$ cat src/rtl/mesu_pkg.sv
package mesu_pkg;
  localparam int unsigned ADDR_W = 3;
  localparam logic [ADDR_W-1:0] A_UE_FLAG = 3'd0;
  localparam logic [ADDR_W-1:0] A_UE_CLR  = 3'd1;
  localparam logic [ADDR_W-1:0] A_CNT     = 3'd2;
  localparam logic [ADDR_W-1:0] A_THR     = 3'd3;
  localparam logic [ADDR_W-1:0] A_EN      = 3'd4;
  localparam logic [ADDR_W-1:0] A_CE_FLAG = 3'd5;
  localparam logic [ADDR_W-1:0] A_CE_CLR  = 3'd6;
  // uncorrectable flag bit order, decoded by the clear register
  localparam int unsigned UE_CPU_WR = 0;
  localparam int unsigned UE_DMA_WR = 1;
  localparam int unsigned UE_CPU_RD = 2;
  localparam int unsigned UE_DMA_RD = 3;
endpackage

$ cat src/rtl/mesu_ue_flags.sv
module mesu_ue_flags #(
  parameter int unsigned NUM_UE = 4
) (
  input  logic              clk_i,
  input  logic              rst_ni,
  input  logic [NUM_UE-1:0] set_i,
  input  logic [NUM_UE-1:0] clr_i,
  output logic [NUM_UE-1:0] flag_o
);
  for (genvar i = 0; i < NUM_UE; i++) begin : g_flag
    always_ff @(posedge clk_i or negedge rst_ni) begin
      if (!rst_ni)       flag_o[i] <= 1'b0;
      else if (set_i[i]) flag_o[i] <= 1'b1;  // set wins over clear
      else if (clr_i[i]) flag_o[i] <= 1'b0;
    end
  end
endmodule

$ cat src/rtl/mesu_ce_counter.sv
module mesu_ce_counter #(
  parameter int unsigned CNT_W = 16
) (
  input  logic             clk_i,
  input  logic             rst_ni,
  input  logic             ev_cpu_i,
  input  logic             ev_dma_i,
  input  logic             wr_i,
  input  logic [CNT_W-1:0] wr_val_i,
  input  logic [CNT_W-1:0] thr_i,
  output logic [CNT_W-1:0] cnt_o,
  output logic             hit_o
);
  localparam logic [CNT_W-1:0] CNT_MAX = '1;

  logic [1:0]       n_ev;
  logic [CNT_W-1:0] cnt_d;
  logic             thr_nz;

  assign n_ev   = {1'b0, ev_cpu_i} + {1'b0, ev_dma_i};
  assign thr_nz = |thr_i;

  // step one at a time so every intermediate value is compared
  always_comb begin
    cnt_d = cnt_o;
    hit_o = 1'b0;
    if (wr_i) begin
      cnt_d = wr_val_i;
      hit_o = (wr_val_i == thr_i);
    end else begin
      if (n_ev != 2'd0 && cnt_d != CNT_MAX) begin
        cnt_d = cnt_d + CNT_W'(1);
        if (thr_nz && cnt_d == thr_i) hit_o = 1'b1;
      end
      if (n_ev == 2'd2 && cnt_d != CNT_MAX) begin
        cnt_d = cnt_d + CNT_W'(1);
        if (thr_nz && cnt_d == thr_i) hit_o = 1'b1;
      end
    end
  end

  always_ff @(posedge clk_i or negedge rst_ni) begin
    if (!rst_ni) cnt_o <= '0;
    else         cnt_o <= cnt_d;
  end
endmodule

$ cat src/rtl/mesu_reg_if.sv
module mesu_reg_if
  import mesu_pkg::*;
#(
  parameter int unsigned DATA_W = 32,
  parameter int unsigned CNT_W  = 16,
  parameter int unsigned NUM_UE = 4
) (
  input  logic              clk_i,
  input  logic              rst_ni,
  input  logic              wr_i,
  input  logic [ADDR_W-1:0] addr_i,
  input  logic [DATA_W-1:0] wdata_i,
  output logic [DATA_W-1:0] rdata_o,
  input  logic [NUM_UE-1:0] ue_flags_i,
  input  logic [CNT_W-1:0]  cnt_i,
  input  logic              ce_flag_i,
  output logic [NUM_UE-1:0] ue_clr_o,
  output logic              cnt_wr_o,
  output logic [CNT_W-1:0]  cnt_wval_o,
  output logic [CNT_W-1:0]  thr_o,
  output logic              en_o,
  output logic              ce_clr_o
);
  logic unused_wdata;
  assign unused_wdata = ^wdata_i[DATA_W-1:CNT_W];

  assign ue_clr_o   = (wr_i && addr_i == A_UE_CLR) ? wdata_i[NUM_UE-1:0] : '0;
  assign cnt_wr_o   = wr_i && addr_i == A_CNT;
  assign cnt_wval_o = wdata_i[CNT_W-1:0];
  assign ce_clr_o   = wr_i && addr_i == A_CE_CLR && wdata_i[0];

  always_ff @(posedge clk_i or negedge rst_ni) begin
    if (!rst_ni) begin
      thr_o <= '0;
      en_o  <= 1'b0;
    end else if (wr_i) begin
      if (addr_i == A_THR) thr_o <= wdata_i[CNT_W-1:0];
      if (addr_i == A_EN)  en_o  <= wdata_i[0];
    end
  end

  always_comb begin
    unique case (addr_i)
      A_UE_FLAG: rdata_o = DATA_W'(ue_flags_i);
      A_CNT:     rdata_o = DATA_W'(cnt_i);
      A_THR:     rdata_o = DATA_W'(thr_o);
      A_EN:      rdata_o = DATA_W'(en_o);
      A_CE_FLAG: rdata_o = DATA_W'(ce_flag_i);
      default:   rdata_o = '0;  // clear registers and unused words
    endcase
  end
endmodule

$ cat src/rtl/mem_err_status_unit.sv
module mem_err_status_unit
  import mesu_pkg::*;
#(
  parameter int unsigned DATA_W = 32,
  parameter int unsigned CNT_W  = 16
) (
  input  logic              clk_i,
  input  logic              rst_ni,
  input  logic              reg_wr_i,
  input  logic [ADDR_W-1:0] reg_addr_i,
  input  logic [DATA_W-1:0] reg_wdata_i,
  output logic [DATA_W-1:0] reg_rdata_o,
  input  logic              ue_cpu_rd_i,
  input  logic              ue_dma_rd_i,
  input  logic              ue_cpu_wr_i,
  input  logic              ue_dma_wr_i,
  input  logic              ce_cpu_i,
  input  logic              ce_dma_i,
  output logic              irq_o
);
  localparam int unsigned NUM_UE = 4;

  logic [NUM_UE-1:0] ue_evt, ue_clr, ue_flags;
  logic [CNT_W-1:0]  ce_cnt, cnt_wval, thr_q;
  logic              cnt_wr, en_q, ce_clr, ce_hit, ce_flag_q;

  always_comb begin
    ue_evt            = '0;
    ue_evt[UE_CPU_WR] = ue_cpu_wr_i;
    ue_evt[UE_DMA_WR] = ue_dma_wr_i;
    ue_evt[UE_CPU_RD] = ue_cpu_rd_i;
    ue_evt[UE_DMA_RD] = ue_dma_rd_i;
  end

  mesu_reg_if #(.DATA_W(DATA_W), .CNT_W(CNT_W), .NUM_UE(NUM_UE)) u_reg (
    .clk_i, .rst_ni,
    .wr_i(reg_wr_i), .addr_i(reg_addr_i), .wdata_i(reg_wdata_i), .rdata_o(reg_rdata_o),
    .ue_flags_i(ue_flags), .cnt_i(ce_cnt), .ce_flag_i(ce_flag_q),
    .ue_clr_o(ue_clr), .cnt_wr_o(cnt_wr), .cnt_wval_o(cnt_wval),
    .thr_o(thr_q), .en_o(en_q), .ce_clr_o(ce_clr)
  );

  mesu_ue_flags #(.NUM_UE(NUM_UE)) u_ue (
    .clk_i, .rst_ni, .set_i(ue_evt), .clr_i(ue_clr), .flag_o(ue_flags)
  );

  mesu_ce_counter #(.CNT_W(CNT_W)) u_cnt (
    .clk_i, .rst_ni, .ev_cpu_i(ce_cpu_i), .ev_dma_i(ce_dma_i),
    .wr_i(cnt_wr), .wr_val_i(cnt_wval), .thr_i(thr_q),
    .cnt_o(ce_cnt), .hit_o(ce_hit)
  );

  always_ff @(posedge clk_i or negedge rst_ni) begin
    if (!rst_ni)     ce_flag_q <= 1'b0;
    else if (ce_hit) ce_flag_q <= 1'b1;
    else if (ce_clr) ce_flag_q <= 1'b0;
  end

  assign irq_o = ce_flag_q & en_q;
endmodule

$ cat config.mk
export PLATFORM = sky130hd
export DESIGN_NAME = mem_err_status_unit
export DESIGN_NICKNAME = d
export VERILOG_FILES = /design/src/rtl/mesu_pkg.sv /design/src/rtl/mesu_ue_flags.sv /design/src/rtl/mesu_ce_counter.sv /design/src/rtl/mesu_reg_if.sv /design/src/rtl/mem_err_status_unit.sv
export SDC_FILE = /design/constraint.sdc
export NUM_CORES = 1
export LEC_CHECK = 0
export BUFFER_PORTS_ARGS = -buffer_cell sky130_fd_sc_hd__buf_2
export CORE_ASPECT_RATIO = 1.25
export CORE_MARGIN = 5
export CORE_UTILIZATION = 40
export CTS_CLUSTER_SIZE = 10
export DETAILED_ROUTE_END_ITERATION = 10
export GPL_ROUTABILITY_DRIVEN = 1
export SYNTH_ARGS = -nofsm -noshare
export SYNTH_HDL_FRONTEND = slang
export SYNTH_SLANG_ARGS = --single-unit
export TNS_END_PERCENT = 10
$ cat constraint.sdc
create_clock -name clk_i -period 4.6 [get_ports clk_i]
set_input_delay 0.46 -clock clk_i [delete_from_list [all_inputs] [get_ports clk_i]]
set_output_delay 0.46 -clock clk_i [all_outputs]
set_load 0.01 [all_outputs]
== Yosys cells after proc, flatten, opt, wreduce, memory -nomap -nowiden ==
Index checks and enable logic that the tools add are counted.

* Register bits after elaboration: 38
* Output and inout port bits: 33
* Logic and storage cells: 63

* $add $sub $neg: 3
* Equal/unequal tests: 12
* Multiplexer cells: 21
* Bitwise logic cells: 1
* Reduce and logical (&&, ||, !) cells: 18

{| class="wikitable"
|+ Operators by type and width
! operator !! number
|-
| one-hot mux 16 bit (5 select lines) || 1
|-
| two-way mux 16 bit || 4
|-
| equality test 16 bit || 3
|-
| adder 16 x 1 -> 16 bit, second input constant || 2
|-
| inequality test 16 bit, second input constant || 2
|-
| OR reduction 16 bit || 1
|-
| two-way mux 1 bit || 15
|-
| nonzero test 2 bit || 6
|-
| equality test 3 bit, second input constant || 3
|-
| logical AND 1 bit || 8
|-
| equality test 3 x 2 -> 1 bit, second input constant || 2
|-
| two-way mux 4 bit || 1
|-
| AND reduction 2 bit || 2
|-
| equality test 3 x 1 -> 1 bit, second input constant || 1
|-
| zero test 3 bit || 1
|-
| adder 1 x 1 -> 2 bit || 1
|-
| equality test 2 bit, second input constant || 1
|-
| AND 1 bit || 1
|}

== Longest topological paths before layout ==
Gate-level depths: netlist (run 1).

* Depth after elaboration: 12
* Mapped depth: 16

== Hierarchy ==
From an unflattened synthesis (run 1), not the netlist that was laid out.

* Cell total of the unflattened synthesis: 492
* Area, all modules: 4169.0 um^2

{| class="wikitable"
|+ By module, submodules not included
! module !! instances !! cells each !! area an instance (um^2) !! sequential area each (um^2)
|-
| mesu_ce_counter || 1 || 351 || 2645.0 || 400.4
|-
| mesu_reg_if || 1 || 125 || 1336.3 || 425.4
|-
| mesu_ue_flags || 1 || 12 || 145.1 || 100.1
|-
| mem_err_status_unit || 1 || 4 || 42.5 || 25.0
|}

== Worst setup path after synthesis (run 1) ==
OpenSTA, ideal clock, no wires.

* Path kind: register to register
* Start point: register u_cnt.cnt_o[1]
* End point: register ce_flag_q
* Library setup time: 76 ps
* Data arrival time: 3265 ps
* Data required time: 4524 ps
* Slack: 1258 ps
* Cell stages (with the launch flop): 16
* Path through: dfrtp_1 -> ha_1 -> and4_1 -> a41oi_1 -> xnor2_1 -> inv_1 -> ha_1 -> nand2_1 -> or4_1 -> a21oi_1 -> or4_1 -> o31a_1 -> mux2_2 -> o21ai_0 -> nand4_1 -> o21ai_1

* Longest elaborated chain between the ends: 11

{| class="wikitable"
|+ RTL lines
! item !! line !! text
|-
| start, declared || mesu_ce_counter.sv:11 || <nowiki>output logic [CNT_W-1:0] cnt_o,</nowiki>
|-
| start signal, assigned || mesu_ce_counter.sv:44 || <nowiki>else cnt_o <= cnt_d;</nowiki>
|-
| branches (longest 8 deep; another with adder 16 x 1 -> 16 bit) || n/a ||
|-
| two-way mux 1 bit * || mesu_ce_counter.sv:35 || <nowiki>if (n_ev == 2'd2 && cnt_d != CNT_MAX) begin</nowiki>
|-
| two-way mux 1 bit * || mesu_ce_counter.sv:27 || <nowiki>if (wr_i) begin</nowiki>
|-
| two-way mux 1 bit / nonzero test 2 bit (equally long branches) || n/a ||
|-
| end signal, assigned || mem_err_status_unit.sv:54 || <nowiki>if (!rst_ni) ce_flag_q <= 1'b0;</nowiki>
|-
| end signal, assigned || mem_err_status_unit.sv:55 || <nowiki>else if (ce_hit) ce_flag_q <= 1'b1;</nowiki>
|-
| end signal, assigned || mem_err_status_unit.sv:56 || <nowiki>else if (ce_clr) ce_flag_q <= 1'b0;</nowiki>
|-
| end, declared || mem_err_status_unit.sv:25 || <nowiki>logic cnt_wr, en_q, ce_clr, ce_hit, ce_flag_q;</nowiki>
|}

Every way passes the cells marked *. The select of a mux whose other input is x is not followed.
A chain may end at the register's enable or synchronous reset.

== Worst setup path in the final report (run 1) ==
* Start point: register u_cnt.cnt_o[0]
* End point: register ce_flag_q

The elaborated chain is that of the path after synthesis.

==> flow_metrics.tcl, run 1 <==
set metrics [dict create \
    p_sw_share_pct 44.26 \
    cts_resized 0 \
    ctsRootBufferMaster "clkbuf_16" \
    drtPass1Iterations 5 \
    insertion_delay_ns 0.28 \
    syn_inst 480 \
    synthTopCellsByArea "dfrtp_1, xnor2_1, xor2_1" \
    synth_flop_cell "dfrtp_1" \
    status "finished, final reports clean" \
    tns_ns 0 \
    power.density_nw_per_um2 467.2 \
    netlist.area_leader.share_pct 23.73 \
    synth_area_per_cell_um2 8.349 \
    fin_crit_ns 4.126 \
    clock_sinks 38 \
    crit_start "u_cnt.cnt_o[0]" \
    worstMarginPinSlew_ns 0.8576 \
    path_max_fanout 8 \
    yosys_register_bits 38 \
    fin_util_pct 44.68 \
    route.detailed.drc 0 \
    hold_buffers 0 \
    cts_tree "done" \
    stdcell_count 623 \
    fin_crit_sh_pct 89.71 \
    grt_pass1_vias 3453 \
    placement.io_buffers 44 \
    final_cell_mix "xnor2_1, nand2_1, buf_2, xor2_1, dfrtp_1" \
    grt_overflow 0 \
    critPathCapture "ce_flag_q" \
    cts_buffers 5 \
    detail_route.vias_per_cell 5.657 \
    relSlewSlack_pct 42.83 \
    placed_area_um2 4173 \
    core.rowCount 40 \
    antenna_cells 0 \
    fmax_mhz 242.3 \
    ys_warn_count 0 \
    die_w_um 99.53 \
    dp_slack_ns 0.5515 \
    layout_commonest_cell "xnor2_1" \
    setup_slack_ns 0.4735 \
    routedWlPerCell_um 18.19 \
    p_seq_share_pct 31.3 \
    postCtsSetupBuffers 0 \
    r2r_slack_ns 0.47 \
    syn_area_um2 4008 \
    dieArea_um2 12130 \
    drv_cap 0 \
    gp_congestion 0.9428 \
    synth.distinct_cells 64 \
    setup_viol 0 \
    rr_worst_depth 15 \
    p_int_mw 1.130 \
    path_clk_slew_ns 0.06 \
    final_layout_size_suffix_gt1_share_pct 20.52 \
    pin_count 77 \
    final-max-slew-violation-count 0 \
    worst_setup_path_start_kind "flip-flop" \
    timing_worst_setup_path_type "reg -> reg" \
    clk_path_buf_depth 2 \
    r2r-end "ce_flag_q" \
    postLayoutCellArea_um2 4338 \
    finalNetCount 542 \
    critPathRequiredTime_ns 4.79 \
    p_comb_share_pct 49.5 \
    grt_pass1_wl_um 18050 \
    synth_top_area_cell "dfrtp_1" \
    ys_seq_area_share_pct 23.73 \
    area_growth_syn_to_layout_pct 8.242 \
    first_iter_violations 206 \
    clockPowerShare_pct 19.2 \
    rsz0062_at_grt "false" \
    ant_nets 0 \
    antenna_found_initial 0 \
    cp.arrival_ns 4.32 \
    grt_usage_pct 18.82 \
    start_util_pct 41.28 \
    dp_hpwl_um 8832 \
    peakVddDrop_uv 342.9 \
    place_inst 615 \
    htreeDepth 2 \
    die_h_um 121.9 \
    endpoint_kind "flip-flop" \
    r2r-start "u_cnt.cnt_o[0]" \
    synth-edff-count 0 \
    final_hold_viol_count 0 \
    grt_max_degree 39 \
    total_leakage_power_nw 1.738 \
    total_power_mw 2.027 \
    coreArea_um2 9709 \
    switching_power_mw 0.8969 \
    finalClockSkew_ns 0.004413 \
    whs_ns 0.2844 \
    vias 3524 \
    hold_class "in -> async" \
    wl_um 11330 \
    synthArstFlopShare_pct 100.0 \
]
[synth_stat cells, types with 2 or more instances]
master	count
and3_1	4
mux2i_1	16
nand2b_1	4
a22oi_1	4
clkbuf_1	21
nand3b_1	5
buf_4	23
a31oi_1	3
clkbuf_2	2
buf_1	2
ha_1	2
nor4_1	15
nand4b_1	2
nor3b_1	2
nand4_1	7
mux2_2	22
buf_6	2
o21a_1	3
or4_1	2
nand3_1	15
a21o_1	5
inv_1	3
dfrtp_1	38
xnor2_1	47
nor2_2	2
o21ai_1	10
nand2_1	45
nor3_1	18
nor2_1	36
a21oi_1	14
and4_1	2
o21ai_0	21
xor2_1	39
buf_2	7
and2_1	6
or2_2	3
[sequential cells by signal, indices dropped and copies added, names as in the netlist]
register and cells:
u_cnt.cnt_o 16, ce_flag_q 1, u_reg.thr_o 16, u_ue.flag_o 4
u_reg.en_o 1
[layout make-up]
type,instances,area [µm²]
fill,994,5371
inverter,3,11.26
clock buffer,5,125.1
tap,126,157.7
multi-input combinational,397,2780
timing repair buffer,51,272.8
clock inverter,3,40.04
sequential,38,950.9
[worst min path at each step]
| stage | startpoint | to | slack (ns) | cells past startpoint |
|---|---|---|---|---|
| 4_1_cts | rst_ni | u_ue.flag_o[1] | 0.31 | 1 |
| 3_5_place_dp | u_ue.flag_o[0] | u_ue.flag_o[0] | 0.48 | 1 |
| 5_1_grt | ue_dma_rd_i | u_ue.flag_o[3] | 0.34 | 2 |
| 2_1_floorplan | rst_ni | ce_flag_q | 0.16 | 0 |
| 6_report | rst_ni | u_ue.flag_o[2] | 0.28 | 1 |
| 3_3_place_gp | u_ue.flag_o[1] | u_ue.flag_o[1] | 0.47 | 1 |
[cell families after synthesis]
kind of cell	count (synthesis)	share of synthesized area [%]
buffers and inverters	60	8.430
flip-flops	38	23.73
AO/OA/AOI/OAI	73	12.65
multiplexers	38	10.18
adder cells (fa/ha/maj)	2	0.6243
AND/OR/NAND/NOR	180	24.54
XOR/XNOR	88	19.76
other	1	0.09357
[metal layers]
metal | track usage, % | routed length (µm)
met1 | 23.76 | 4869
met2 | 31.60 | 5504
met3 | 2.405 | 532
met4 | 9.137 | 427
met5 | 0 | 0
[critical path, stage by stage (launching register included)]
cell	delay [ns]
dfrtp_1	0.52
ha_1	0.39
and4_1	0.37
a41oi_1	0.23
xnor2_1	0.42
inv_1	0.09
ha_1	0.27
nand2_1	0.09
or4_1	0.09
a21oi_1	0.08
or4_1	0.61
o31a_1	0.13
mux2_2	0.25
o21ai_0	0.17
nand4_1	0.12
o21ai_1	0.20
[power groups by stage]
stage | logic (mW) | clock network [mW] | registers (mW)
after floorplan | 0.949 | 0 | 0.464
after global placement | 0.981 | 0 | 0.630
after detailed placement | 0.992 | 0 | 0.634
after CTS | 0.998 | 0.401 | 0.627
after global routing | 1.11 | 0.410 | 0.648
final | 1.00 | 0.388 | 0.635
Note: power is estimated with default switching activity, not from simulation.
==> run 2, diff against run 1 <==
--- a/config.mk
+++ b/config.mk
@@ -7,7 +7,7 @@
 export LEC_CHECK = 0
 export BUFFER_PORTS_ARGS = -buffer_cell sky130_fd_sc_hd__buf_2
 export CORE_ASPECT_RATIO = 1.25
-export CORE_MARGIN = 5
+export CORE_MARGIN = 2
 export CORE_UTILIZATION = 40
 export CTS_CLUSTER_SIZE = 10
 export DETAILED_ROUTE_END_ITERATION = 10
==> flow_metrics.tcl, run 2 (synthesis gave the netlist of run 1 again) <==
set metrics [dict create \
    vias 3493 \
    clockPowerShare_pct 19.3 \
    final_hold_viol_count 0 \
    hold_class "in -> async" \
    cts_resized 0 \
    path_clk_slew_ns 0.06 \
    grt_pass1_vias 3403 \
    ant_nets 0 \
    grt_pass1_wl_um 18070 \
    r2r_slack_ns 0.45 \
    clock_sinks 38 \
    r2r-start "u_cnt.cnt_o[0]" \
    cp.arrival_ns 4.34 \
    drv_cap 0 \
    critPathRequiredTime_ns 4.79 \
    fin_crit_sh_pct 90.32 \
    cts_tree "done" \
    gp_congestion 0.9350 \
    dp_hpwl_um 8687 \
    power.density_nw_per_um2 467.0 \
    total_leakage_power_nw 1.737 \
    insertion_delay_ns 0.29 \
    first_iter_violations 261 \
    timing_worst_setup_path_type "reg -> reg" \
    coreArea_um2 9659 \
    final_layout_size_suffix_gt1_share_pct 20.52 \
    tns_ns 0 \
    p_comb_share_pct 49.4 \
    crit_path_cell_trace "ha_1, and4_1, a41oi_1, xnor2_1, inv_1, ha_1, nand2_1, or4_1, a21oi_1, or4_1, o31a_1, mux2_2, o21ai_0, nand4_1, o21ai_1" \
    die_h_um 115.9 \
    layout_commonest_cell "xnor2_1" \
    fin_crit_ns 4.155 \
    grt_overflow 0 \
    finalNetCount 542 \
    seqCellArea_um2 950.9 \
    detail_route.vias_per_cell 5.607 \
    grt_usage_pct 21.74 \
    setup_viol 0 \
    start_util_pct 41.49 \
    route.detailed.drc 0 \
    rr_worst_depth 15 \
    p_int_mw 1.128 \
    drtPass1Iterations 4 \
    pin_count 77 \
    status "finished, final reports clean" \
    routedWlPerCell_um 18.07 \
    wl_um 11260 \
    r2r-end "ce_flag_q" \
    crit_slowest_cell "or4_1" \
    htreeDepth 2 \
    fmax_mhz 240.7 \
    placement.io_buffers 44 \
    dieArea_um2 10840 \
    cts_buffers 5 \
    postCtsSetupBuffers 0 \
    finalClockSkew_ns 0.007173 \
    grt_max_degree 39 \
    die_w_um 93.53 \
    core.rowCount 40 \
    antenna_found_initial 0 \
    rsz0062_at_grt "false" \
    antenna_cells 0 \
    area_growth_syn_to_layout_pct 8.242 \
    final_cell_mix "xnor2_1, nand2_1, buf_2, xor2_1, dfrtp_1" \
    clk_path_buf_depth 2 \
    fillerInstances 969 \
    ctsRootBufferMaster "clkbuf_16" \
    whs_ns 0.2867 \
    relSlewSlack_pct 42.04 \
    multiInputGateArea_um2 2780 \
    worst_setup_path_start_kind "flip-flop" \
    switching_power_mw 0.8974 \
    p_seq_share_pct 31.3 \
    cp_slowest_stage_delay_ns 0.60 \
    final-max-slew-violation-count 0 \
    p_sw_share_pct 44.30 \
    path_max_fanout 8 \
    largestRegisters "u_cnt.cnt_o: 16 flops, u_reg.thr_o: 16 flops, u_ue.flag_o: 4 flops" \
    worstMarginPinSlew_ns 0.8694 \
    endpoint_kind "flip-flop" \
    hold_buffers 0 \
    peakVddDrop_uv 346.8 \
]
run 2: cell counts in the layout (fill, tap and decap cells not counted):
Identical to the previous run, type by type.
run 2: power groups by stage:
stage	logic [mW]	clock network (mW)	registers, mW
6_report	1.00	0.390	0.634
5_1_grt	1.09	0.411	0.653
4_1_cts	0.994	0.397	0.629
3_5_place_dp	0.988	0	0.635
3_3_place_gp	0.980	0	0.631
2_1_floorplan	0.949	0	0.464
run 2: worst max-delay path, delay by kind of cell, from the launching register on:
| kind | cells | cell delay (ns) |
|---|---|---|
| AO/OA/AOI/OAI | 5 | 0.85 |
| multiplexers | 1 | 0.25 |
| AND/OR/NAND/NOR | 5 | 1.29 |
| adder cells (fa/ha/maj) | 2 | 0.67 |
| flip-flops | 1 | 0.53 |
| XOR/XNOR | 1 | 0.37 |
| buffers and inverters | 1 | 0.08 |
run 2: final cells by class:
type                            instances  share of cell area, %
Timing Repair Buffer                   51                  6.288
Clock inverter                          3                 0.9230
Inverter                                3                 0.2596
Clock buffer                            5                  2.884
Tap cell                              126                  3.634
Multi-Input combinational cell        397                  64.09
Sequential cell                        38                  21.92
run 2: stage by stage:
stage | util, % | power [mW] | cell area (µm²) | setup slack, ns | instances
after floorplan | - | 1.413 | 4064 | 1.258 | 495
after global placement | 43.20 | 1.611 | 4173 | 0.6114 | 615
after detailed placement | 43.20 | 1.623 | 4173 | 0.5103 | 615
after CTS | 44.91 | 2.020 | 4338 | 0.4897 | 623
after global routing | 44.91 | 2.159 | 4338 | 0.1544 | 623
final | 44.91 | 2.026 | 4338 | 0.4451 | 623
run 2: metal layers:
layer | vias to the layer above | part of all wire, % | track usage [%]
met2 | 106 | 50 | 37.17
met1 | 1688 | 43 | 28.16
li1 | 1680 | - | -
met5 | - | 0 | 0
met4 | 0 | 2.6 | 8.922
met3 | 19 | 4.1 | 2.016
run 2: worst max-delay path by stage:
| stage | from | end | slack (ns) | cells after the start |
|---|---|---|---|---|
| 2_1_floorplan | u_cnt.cnt_o[1] | ce_flag_q | 1.26 | 15 |
| 3_3_place_gp | u_cnt.cnt_o[0] | u_cnt.cnt_o[3] | 0.61 | 13 |
| 3_5_place_dp | u_cnt.cnt_o[0] | u_cnt.cnt_o[3] | 0.51 | 13 |
| 4_1_cts | u_cnt.cnt_o[0] | ce_flag_q | 0.49 | 15 |
| 5_1_grt | u_cnt.cnt_o[0] | u_cnt.cnt_o[3] | 0.15 | 13 |
| 6_report | u_cnt.cnt_o[0] | ce_flag_q | 0.45 | 15 |
